File: config.mk
export PLATFORM = sky130hd
export DESIGN_NAME = uart_rx_framer
export DESIGN_NICKNAME = d
export VERILOG_FILES = /design/src/rtl/uart_rxf_pkg.sv /design/src/rtl/uart_rxf_linesel.sv /design/src/rtl/uart_rxf_sampler.sv /design/src/rtl/uart_rxf_pack.sv /design/src/rtl/uart_rx_framer.sv
export SDC_FILE = /design/constraint.sdc
export NUM_CORES = 1
export LEC_CHECK = 0
export ABC_AREA = 1
export BUFFER_PORTS_ARGS = -buffer_cell sky130_fd_sc_hd__buf_4
export CORE_MARGIN = 5
export CORE_UTILIZATION = 51
export DETAILED_ROUTE_END_ITERATION = 8
export PLACE_DENSITY = 0.71
export SYNTH_ARGS = -nofsm -noshare
export SYNTH_HDL_FRONTEND = slang
export SYNTH_SLANG_ARGS = --single-unit
export TNS_END_PERCENT = 10
File: constraint.sdc
create_clock -name clk -period 3.7 [get_ports clk]
set_input_delay 0.37 -clock clk [delete_from_list [all_inputs] [get_ports clk]]
set_output_delay 0.37 -clock clk [all_outputs]
set_load 0.02 [all_outputs]
File: src/rtl/uart_rxf_pkg.sv
package uart_rxf_pkg;

    // Frame format codes
    localparam logic [2:0] FMT_8N = 3'd1;   // 8 data, no parity
    localparam logic [2:0] FMT_7P = 3'd3;   // 7 data + parity
    localparam logic [2:0] FMT_9D = 3'd4;   // 9 data
    localparam logic [2:0] FMT_8W = 3'd5;   // 8 data + wake-up bit
    localparam logic [2:0] FMT_8P = 3'd7;   // 8 data + parity

    localparam int SHIFT_W = 9;
    localparam int WORD_W  = 10;

    typedef enum logic [1:0] {
        STOP_HALF    = 2'd0,
        STOP_ONE     = 2'd1,
        STOP_ONEHALF = 2'd2,
        STOP_TWO     = 2'd3
    } stop_len_e;

    typedef enum logic [2:0] {
        ST_IDLE  = 3'd0,
        ST_START = 3'd1,
        ST_DATA  = 3'd2,
        ST_STOP  = 3'd3,
        ST_HOLD  = 3'd4
    } rx_state_e;

    typedef struct packed {
        logic [2:0] mode;
        stop_len_e  stop;
        logic       odd;
    } frame_cfg_t;

    typedef struct packed {
        logic       ferr;
        logic       hi;     // parity error or ninth data bit
        logic [7:0] data;
    } rx_word_t;

    function automatic logic fmt_ok(input logic [2:0] m);
        return (m == FMT_8N) || (m == FMT_7P) || (m == FMT_9D) ||
               (m == FMT_8W) || (m == FMT_8P);
    endfunction

    // Number of serial bits between start and stop, parity included
    function automatic logic [3:0] fmt_nbits(input logic [2:0] m);
        logic [3:0] n;
        case (m)
            FMT_8N, FMT_7P: n = 4'd8;
            default:        n = 4'd9;
        endcase
        return n;
    endfunction

endpackage

File: src/rtl/uart_rxf_linesel.sv
module uart_rxf_linesel #(
    parameter int SYNC_STAGES = 2
) (
    input  logic clk,
    input  logic rst,
    input  logic loop_en_i,
    input  logic rx_i,
    input  logic tx_i,
    output logic line_o
);
    logic                   raw_line;
    logic [SYNC_STAGES-1:0] sync_q;

    assign raw_line = loop_en_i ? tx_i : rx_i;

    generate
        for (genvar g = 0; g < SYNC_STAGES; g++) begin : g_sync
            if (g == 0) begin : g_first
                always_ff @(posedge clk) begin
                    if (rst) sync_q[0] <= 1'b1;
                    else     sync_q[0] <= raw_line;
                end
            end else begin : g_next
                always_ff @(posedge clk) begin
                    if (rst) sync_q[g] <= 1'b1;
                    else     sync_q[g] <= sync_q[g-1];
                end
            end
        end
    endgenerate

    assign line_o = sync_q[SYNC_STAGES-1];
endmodule

File: src/rtl/uart_rxf_sampler.sv
module uart_rxf_sampler
    import uart_rxf_pkg::*;
#(
    parameter int OVS = 16
) (
    input  logic                 clk,
    input  logic                 rst,
    input  logic                 tick_i,
    input  logic                 line_i,
    input  logic                 en_i,
    input  frame_cfg_t           cfg_i,
    output logic                 done_o,
    output logic [SHIFT_W-1:0]   bits_o,
    output logic                 stop_ok_o,
    output logic [2:0]           mode_o,
    output logic                 odd_o,
    output rx_state_e            state_o
);
    localparam int CNT_W = $clog2(OVS);
    localparam logic [CNT_W-1:0] MID_CNT  = CNT_W'(OVS/2 - 1);
    localparam logic [CNT_W-1:0] FULL_CNT = CNT_W'(OVS - 1);
    localparam logic [CNT_W-1:0] HALF_CNT = CNT_W'(OVS/2 + OVS/4 - 1);

    rx_state_e          state_q;
    logic [CNT_W-1:0]   cnt_q;
    logic [3:0]         bitn_q;
    logic [SHIFT_W-1:0] sh_q;
    logic [SHIFT_W-1:0] frame_q;
    logic               stop_ok_q;
    logic               done_q;
    frame_cfg_t         cfg_q;
    logic [3:0]         last_bit;
    logic [CNT_W-1:0]   stop_pt;

    assign last_bit = fmt_nbits(cfg_q.mode) - 4'd1;
    assign stop_pt  = (cfg_q.stop == STOP_HALF) ? HALF_CNT : FULL_CNT;

    always_ff @(posedge clk) begin
        if (rst) begin
            state_q   <= ST_IDLE;
            cnt_q     <= '0;
            bitn_q    <= '0;
            sh_q      <= '0;
            frame_q   <= '0;
            stop_ok_q <= 1'b1;
            done_q    <= 1'b0;
            cfg_q     <= '{mode: FMT_8N, stop: STOP_ONE, odd: 1'b0};
        end else begin
            done_q <= 1'b0;
            if (tick_i) begin
                case (state_q)
                    ST_IDLE: begin
                        if (en_i && fmt_ok(cfg_i.mode) && !line_i) begin
                            state_q <= ST_START;
                            cnt_q   <= '0;
                            cfg_q   <= cfg_i;
                        end
                    end
                    ST_START: begin
                        if (cnt_q == MID_CNT) begin
                            cnt_q  <= '0;
                            bitn_q <= '0;
                            state_q <= line_i ? ST_IDLE : ST_DATA;
                        end else begin
                            cnt_q <= cnt_q + 1'b1;
                        end
                    end
                    ST_DATA: begin
                        if (cnt_q == FULL_CNT) begin
                            cnt_q <= '0;
                            sh_q  <= {line_i, sh_q[SHIFT_W-1:1]};
                            if (bitn_q == last_bit) state_q <= ST_STOP;
                            else                    bitn_q  <= bitn_q + 4'd1;
                        end else begin
                            cnt_q <= cnt_q + 1'b1;
                        end
                    end
                    ST_STOP: begin
                        if (cnt_q == stop_pt) begin
                            cnt_q     <= '0;
                            done_q    <= 1'b1;
                            stop_ok_q <= line_i;
                            frame_q   <= (fmt_nbits(cfg_q.mode) == 4'd8) ?
                                         {1'b0, sh_q[SHIFT_W-1:1]} : sh_q;
                            state_q   <= line_i ? ST_IDLE : ST_HOLD;
                        end else begin
                            cnt_q <= cnt_q + 1'b1;
                        end
                    end
                    ST_HOLD: begin
                        if (line_i) state_q <= ST_IDLE;
                    end
                    default: state_q <= ST_IDLE;
                endcase
            end
        end
    end

    assign done_o    = done_q;
    assign bits_o    = frame_q;
    assign stop_ok_o = stop_ok_q;
    assign mode_o    = cfg_q.mode;
    assign odd_o     = cfg_q.odd;
    assign state_o   = state_q;
endmodule

File: src/rtl/uart_rxf_pack.sv
module uart_rxf_pack
    import uart_rxf_pkg::*;
(
    input  logic               clk,
    input  logic               rst,
    input  logic               done_i,
    input  logic [SHIFT_W-1:0] bits_i,
    input  logic               stop_ok_i,
    input  logic [2:0]         mode_i,
    input  logic               odd_i,
    output logic               valid_o,
    output logic [WORD_W-1:0]  word_o,
    output logic [2:0]         mode_o
);
    rx_word_t next_word;
    rx_word_t word_q;
    logic     valid_q;
    logic [2:0] mode_q;

    always_comb begin
        next_word.ferr = ~stop_ok_i;
        next_word.data = bits_i[7:0];
        next_word.hi   = 1'b0;
        case (mode_i)
            FMT_8N: next_word.hi = 1'b0;
            FMT_7P: begin
                next_word.data = {1'b0, bits_i[6:0]};
                next_word.hi   = (^bits_i[7:0]) ^ odd_i;
            end
            FMT_8P: next_word.hi = (^bits_i[8:0]) ^ odd_i;
            FMT_9D, FMT_8W: next_word.hi = bits_i[8];
            default: next_word.hi = 1'b0;
        endcase
    end

    always_ff @(posedge clk) begin
        if (rst) begin
            valid_q <= 1'b0;
            word_q  <= '0;
            mode_q  <= FMT_8N;
        end else begin
            valid_q <= done_i;
            if (done_i) begin
                word_q <= next_word;
                mode_q <= mode_i;
            end
        end
    end

    assign valid_o = valid_q;
    assign word_o  = word_q;
    assign mode_o  = mode_q;
endmodule

File: src/rtl/uart_rx_framer.sv
module uart_rx_framer
    import uart_rxf_pkg::*;
#(
    parameter int OVS         = 16,
    parameter int SYNC_STAGES = 2
) (
    input  logic              clk,
    input  logic              rst,
    input  logic              tick16_i,
    input  logic [2:0]        fmt_i,
    input  logic [1:0]        stop_i,
    input  logic              par_odd_i,
    input  logic              loop_en_i,
    input  logic              rx_en_i,
    input  logic              rx_i,
    input  logic              tx_i,
    output logic              word_valid_o,
    output logic [WORD_W-1:0] word_o
);
    logic               line;
    frame_cfg_t         cfg_now;
    logic               samp_done;
    logic [SHIFT_W-1:0] samp_bits;
    logic               samp_stop_ok;
    logic [2:0]         samp_mode;
    logic               samp_odd;
    rx_state_e          samp_state;
    logic [2:0]         out_mode;

    assign cfg_now = '{mode: fmt_i, stop: stop_len_e'(stop_i), odd: par_odd_i};

    uart_rxf_linesel #(.SYNC_STAGES(SYNC_STAGES)) u_line (
        .clk       (clk),
        .rst       (rst),
        .loop_en_i (loop_en_i),
        .rx_i      (rx_i),
        .tx_i      (tx_i),
        .line_o    (line)
    );

    uart_rxf_sampler #(.OVS(OVS)) u_samp (
        .clk       (clk),
        .rst       (rst),
        .tick_i    (tick16_i),
        .line_i    (line),
        .en_i      (rx_en_i),
        .cfg_i     (cfg_now),
        .done_o    (samp_done),
        .bits_o    (samp_bits),
        .stop_ok_o (samp_stop_ok),
        .mode_o    (samp_mode),
        .odd_o     (samp_odd),
        .state_o   (samp_state)
    );

    uart_rxf_pack u_pack (
        .clk       (clk),
        .rst       (rst),
        .done_i    (samp_done),
        .bits_i    (samp_bits),
        .stop_ok_i (samp_stop_ok),
        .mode_i    (samp_mode),
        .odd_i     (samp_odd),
        .valid_o   (word_valid_o),
        .word_o    (word_o),
        .mode_o    (out_mode)
    );
endmodule

After elaboration in Yosys (flattened, before gate mapping)
Index checks and enable logic that the tools add are counted.
Widths: inputs -> output; s select.

storage, ports and cells
  flip-flop bits (word level) = 50
  input bits = 13
  output and inout port bits = 11
  word-level logic and storage cells = 101

operators by class
  add/sub/neg operators = 3
  eq/ne operators = 26
  multiplexer cells = 29
  bitwise gates (word level) = 5
  reduce and logical (&&, ||, !) cells = 22

operators by type and width
  kind                 count
  $mux 4               11
  $mux 3               8
  $eq 3x3->1 const B   7
  $pmux 4 s4           1
  $pmux 3 s5           1
  $eq 3x2->1 const B   4
  $reduce_and 3->1     4
  $ne 2x1->1 const B   5
  $eq 3x1->1 const B   3
  $mux 9               1
  $reduce_xor 9->1     1
  $add 4x1->4 const B  2
  $eq 4x4->1           2
  $eq 4x4->1 const B   2
  $mux 8               1
  $pmux 4 s2           1
  $reduce_xor 8->1     1
  $reduce_and 7->1     1
  $reduce_and 5->1     1
  $eq 4x3->1 const B   1
  $logic_or 1x1->1     4
  $ne 2x2->1 const B   2
  $reduce_bool 4->1    1
  $reduce_or 2->1      2
  12 further kinds     18

Longest topological paths before layout
  depth in word-level cells = 9
  depth in mapped cells = 10
  depth with buffers taken out = 10

Hierarchy
Synthesis repeated with hierarchy kept, for this count alone.

unflattened totals
  cell total of the unflattened synthesis = 380
  area, all modules = 2556.2 um2

by module, submodules not included
  module            instances  cells an instance  area an instance (um2)  seq. area each (um2)
  uart_rxf_sampler  1          246                1724.2                  740.7
  uart_rxf_pack     1          126                765.7                   280.3
  uart_rxf_linesel  1          8                  66.3                    40.0

Worst setup path after synthesis
OpenSTA, ideal clock, no wires.

  path kind = register to register
  from = reg u_samp.cnt_q[0]
  to = reg u_samp.state_q[1] (netlist: u_samp.state_o[1])
  arrival = 1.287 ns
  path slack = 2.301 ns
  cell stages (with the launch flop) = 11
  buffers on the path = 0
  period minus slack after synthesis = 1.399 ns
  cell sequence = dfxtp_1 ha_1 nand2_2 nor2_2 nor2_2 nor2_4 nand2_4 nor2_2 nand3_1 nand2_1 nor2_1

between the ends
  cells in the longest elaborated chain, start to end = 3

RTL lines
  item                                 RTL line                text
  start, declared                      uart_rxf_sampler.sv:25  logic [CNT_W-1:0] cnt_q;
  start signal, assigned               uart_rxf_sampler.sv:65  cnt_q <= cnt_q + 1'b1;
  start signal, assigned               uart_rxf_sampler.sv:75  cnt_q <= cnt_q + 1'b1;
  start signal, assigned               uart_rxf_sampler.sv:87  cnt_q <= cnt_q + 1'b1;
  $eq 4x4->1 (tied with other cells)   uart_rxf_sampler.sv:79  if (cnt_q == stop_pt) begin
  $ne 2x1->1 (no source line)          --
  $reduce_and 7->1 (no source line) *  --
  end signal, assigned                 uart_rxf_sampler.sv:63  state_q <= line_i ? ST_IDLE : ST_DATA;
  end signal, assigned                 uart_rxf_sampler.sv:85  state_q <= line_i ? ST_IDLE : ST_HOLD;
  end, declared                        uart_rxf_sampler.sv:24  rx_state_e state_q;

Mark *: on every way between the ends. The rest lies on a longest branch, timed or not.
A chain may end at the register's enable or synchronous reset.

Worst setup path after layout
  from = reg u_samp.cnt_q[0]
  to = reg u_samp.frame_q[1] (netlist: u_samp.bits_o[1])

between the ends
  cells in the longest elaborated chain, start to end = 2

RTL lines
  item                               RTL line                text
  $eq 4x4->1                         uart_rxf_sampler.sv:79
  $reduce_and 3->1 (no source line)  --
  end signal, assigned               uart_rxf_sampler.sv:83  frame_q <= (fmt_nbits(cfg_q.mode) == 4'd8) ?
  end, declared                      uart_rxf_sampler.sv:28  logic [SHIFT_W-1:0] frame_q;

Every way passes these cells.

==> results.md <==
- Post-synth top area cell: dfxtp_1
- Clock Sinks: 50
- Post-route minimum period: 1980 ps
- Clock share of power: 33.2%
- Max-cap violations: 0
- Setup crit start kind: flop
- Largest stage delay, worst path: 580 ps
- Post-layout nets: 384
- Core box area: 4660 um^2
- Design Power: 1.14 mW
- Commonest non-fill, non-tap cell in the layout: nand2_1
- Multi-input gate area: 1200 um^2
- Worst path cell trace: ha_1, o21a_1, nand4_1, o21ai_0, a21oi_1
- Comb pwr share: 16.3%
- Vias in the first global route: 1894
- Detail Placement HPWL: 3660 um
- Register area share after synthesis: 41.7%
- Root buffer cell: clkbuf_8
- Clk pin slew, worst setup/hold paths: 90 ps
- Most frequent cells in the layout: 85 x nand2_1, 50 x dfxtp_1, 42 x o21ai_0, 37 x inv_1, 37 x a21oi_1
- Synthesis-to-layout area growth: 12.4%
- Routed WL: 4930 um
- Starting density of the core: 51.5%
- Deepest clock path buffer count: 2
- Syn Inst Count: 350
- Switching power: 0.317 mW
- Status: completed
- CTS H-tree depth: 2
- Pleak: 1.21 nW
- Total CTS buffers: 5
- GPL Wtd Cong: 0.859
- Endpoint class of the critical path: flop
- Skew-Pair Late Insertion Delay: 300 ps
- Pint: 0.819 mW
- Crit path max fanout: 20
- Slew headroom: 29.6%
- Critical path's slowest cell: nand4_1
- Drt first pass iters: 4
- Gr usage total: 17.5%
- Initial antenna violation count: 0
- Post-CTS Setup Repair Bufs: 0
- Peak VDD IR: 0.221 mV
- Syn nets: 365
- Setup-failing EPs final: 0
- Filler cell count: 447
- Register area: 1000 um^2
- DRC Markers: 0
- Final clock skew: 8.42 ps
- Grt total ovfl: 0
- # rows: 25
- Fraction of power consumed by sequential logic: 50.5%
- Actual slew at the worst max-slew pin: 1050 ps
- Share of layout cells above drive strength 1: 13.2%
- Yosys cell types: 29
- Die Y: 78.6 um
- FMAX: 505 MHz
- Die X: 78.6 um
- Final antenna-violating net count: 0
- Drt wl/cell: 11.6 um
- RSZ-0062 raised after global routing: false
- Net Sw Frac: 27.9%
- Final hold violations: 0
- Seq cells post-synth: 50
- Die Area: 6180 um^2
- Worst Hold Class: input port to flop
- Setup_tns: 0 ps
- Pin count of the biggest net entering global routing: 43
- Max-slew violation count: 0
- Ports: 24
- Top post-synthesis cells by area: dfxtp_1 42%, nand2_1 13%, o21ai_0 8.8%, a21oi_1 7.7%, inv_1 5.8%
- # hold bufs at CTS: 0
- I/O Buffers: 23
- Synth warn: 0
- Critical path arrival: 2150 ps
- Top-area cell type share of the netlist area: 41.7%
- Core Util, Final: 57.9%
- Post-synthesis area per instance: 6.86 um^2
- Global-route wire length before repair: 8640 um
- 1st-iter DRT viols: 149
- Vias/cell: 5.06
- CTS resizes: 0
- Power density cells: 421 nW/um^2
- Ant. Diodes: 0
- Required @ worst endpoint: 3870 ps
- CTS tree: built
- Synthesized area: 2400 um^2
- Period utilization: 53.5%
- Setup CP Type: flop to flop
- Routed via count: 2147
worst paths after layout:
path                       to        startpoint  slack [ps]  cells past startpoint
min reg2reg     u_line.line_o  u_line.sync_q[0]         420                      1
max          u_samp.bits_o[1]   u_samp.cnt_q[0]        1720                      5
min           u_samp.cfg_q[1]         stop_i[0]         260                      3
max reg2reg  u_samp.bits_o[1]   u_samp.cnt_q[0]        1720                      5
worst max-delay path, delay by kind of cell (launching register included):
kind	cells	cell delay, ps
AOI/OAI and AO/OA	3	640
and+or+nand+nor	1	580
DFF	1	380
adders and majority gates	1	230
layer usage:
layer | routed length [um] | vias up | GRT usage (%)
met3 | 155 | 4 | 4.36
li1 | - | 1171 | -
met1 | 2590 | 953 | 23.6
met5 | 0 | - | 0
met4 | 58 | 0 | 5.77
met2 | 2130 | 19 | 27.3
through the flow:
| step | cell area, um^2 | instances | hold WS [ps] | worst slack, ps |
|---|---|---|---|---|
| floorplan | 2400 | 350 | 389 | 2300 |
| global placement | 2590 | 416 | 393 | 1850 |
| detailed placement | 2590 | 416 | 400 | 1750 |
| CTS | 2700 | 424 | 252 | 1720 |
| global route | 2700 | 424 | 248 | 1440 |
| finish | 2700 | 424 | 257 | 1720 |
cells in the mapped netlist, drive strengths merged:
cell type	n
a21oi	37
buf	5
clkbuf	6
dfxtp	50
ha	2
inv	39
nand2	88
nand3	24
nand4	5
nor2	43
nor3	1
nor4	1
o211ai	2
o21a	1
o21ai	43
or2	1
xnor2	1
xor2	1
sequential cells by signal (all words and copies together), names as in the netlist:
register and flops:
u_line.line_o 1, u_line.sync_q 1, u_pack.valid_o 1, u_pack.word_o 10, u_samp.bitn_q 4, u_samp.bits_o 9, u_samp.cfg_q 2, u_samp.cnt_q 4
u_samp.done_o 1, u_samp.mode_o 3, u_samp.odd_o 1, u_samp.sh_q 9, u_samp.state_o 3, u_samp.stop_ok_o 1
cells by family after synthesis:
group	share of synthesized area (%)
AO/OA/AOI/OAI	17.6
XOR/XNOR	0.730
adder cells (fa/ha/maj)	1.04
buffers and inverters	8.13
flip-flops	41.7
AND/OR/NAND/NOR	30.8
layout make-up:
type                       count  share of cell area (%)
clock buffer                   7                    2.83
clock inverter                 1                    1.11
inverter                      39                    5.42
multi-input combinational    250                    44.6
sequential                    50                    37.1
tap                           54                    2.50
timing repair buffer          23                    6.40
power by group through the flow:
stage	logic, mW	clock network [mW]	registers, mW
floorplan	0.147	0	0.582
global placement	0.185	0	0.585
detailed placement	0.186	0	0.586
finish	0.186	0.378	0.574
global route	0.212	0.419	0.577
CTS	0.187	0.391	0.574
(Power assumes the default switching activity.)
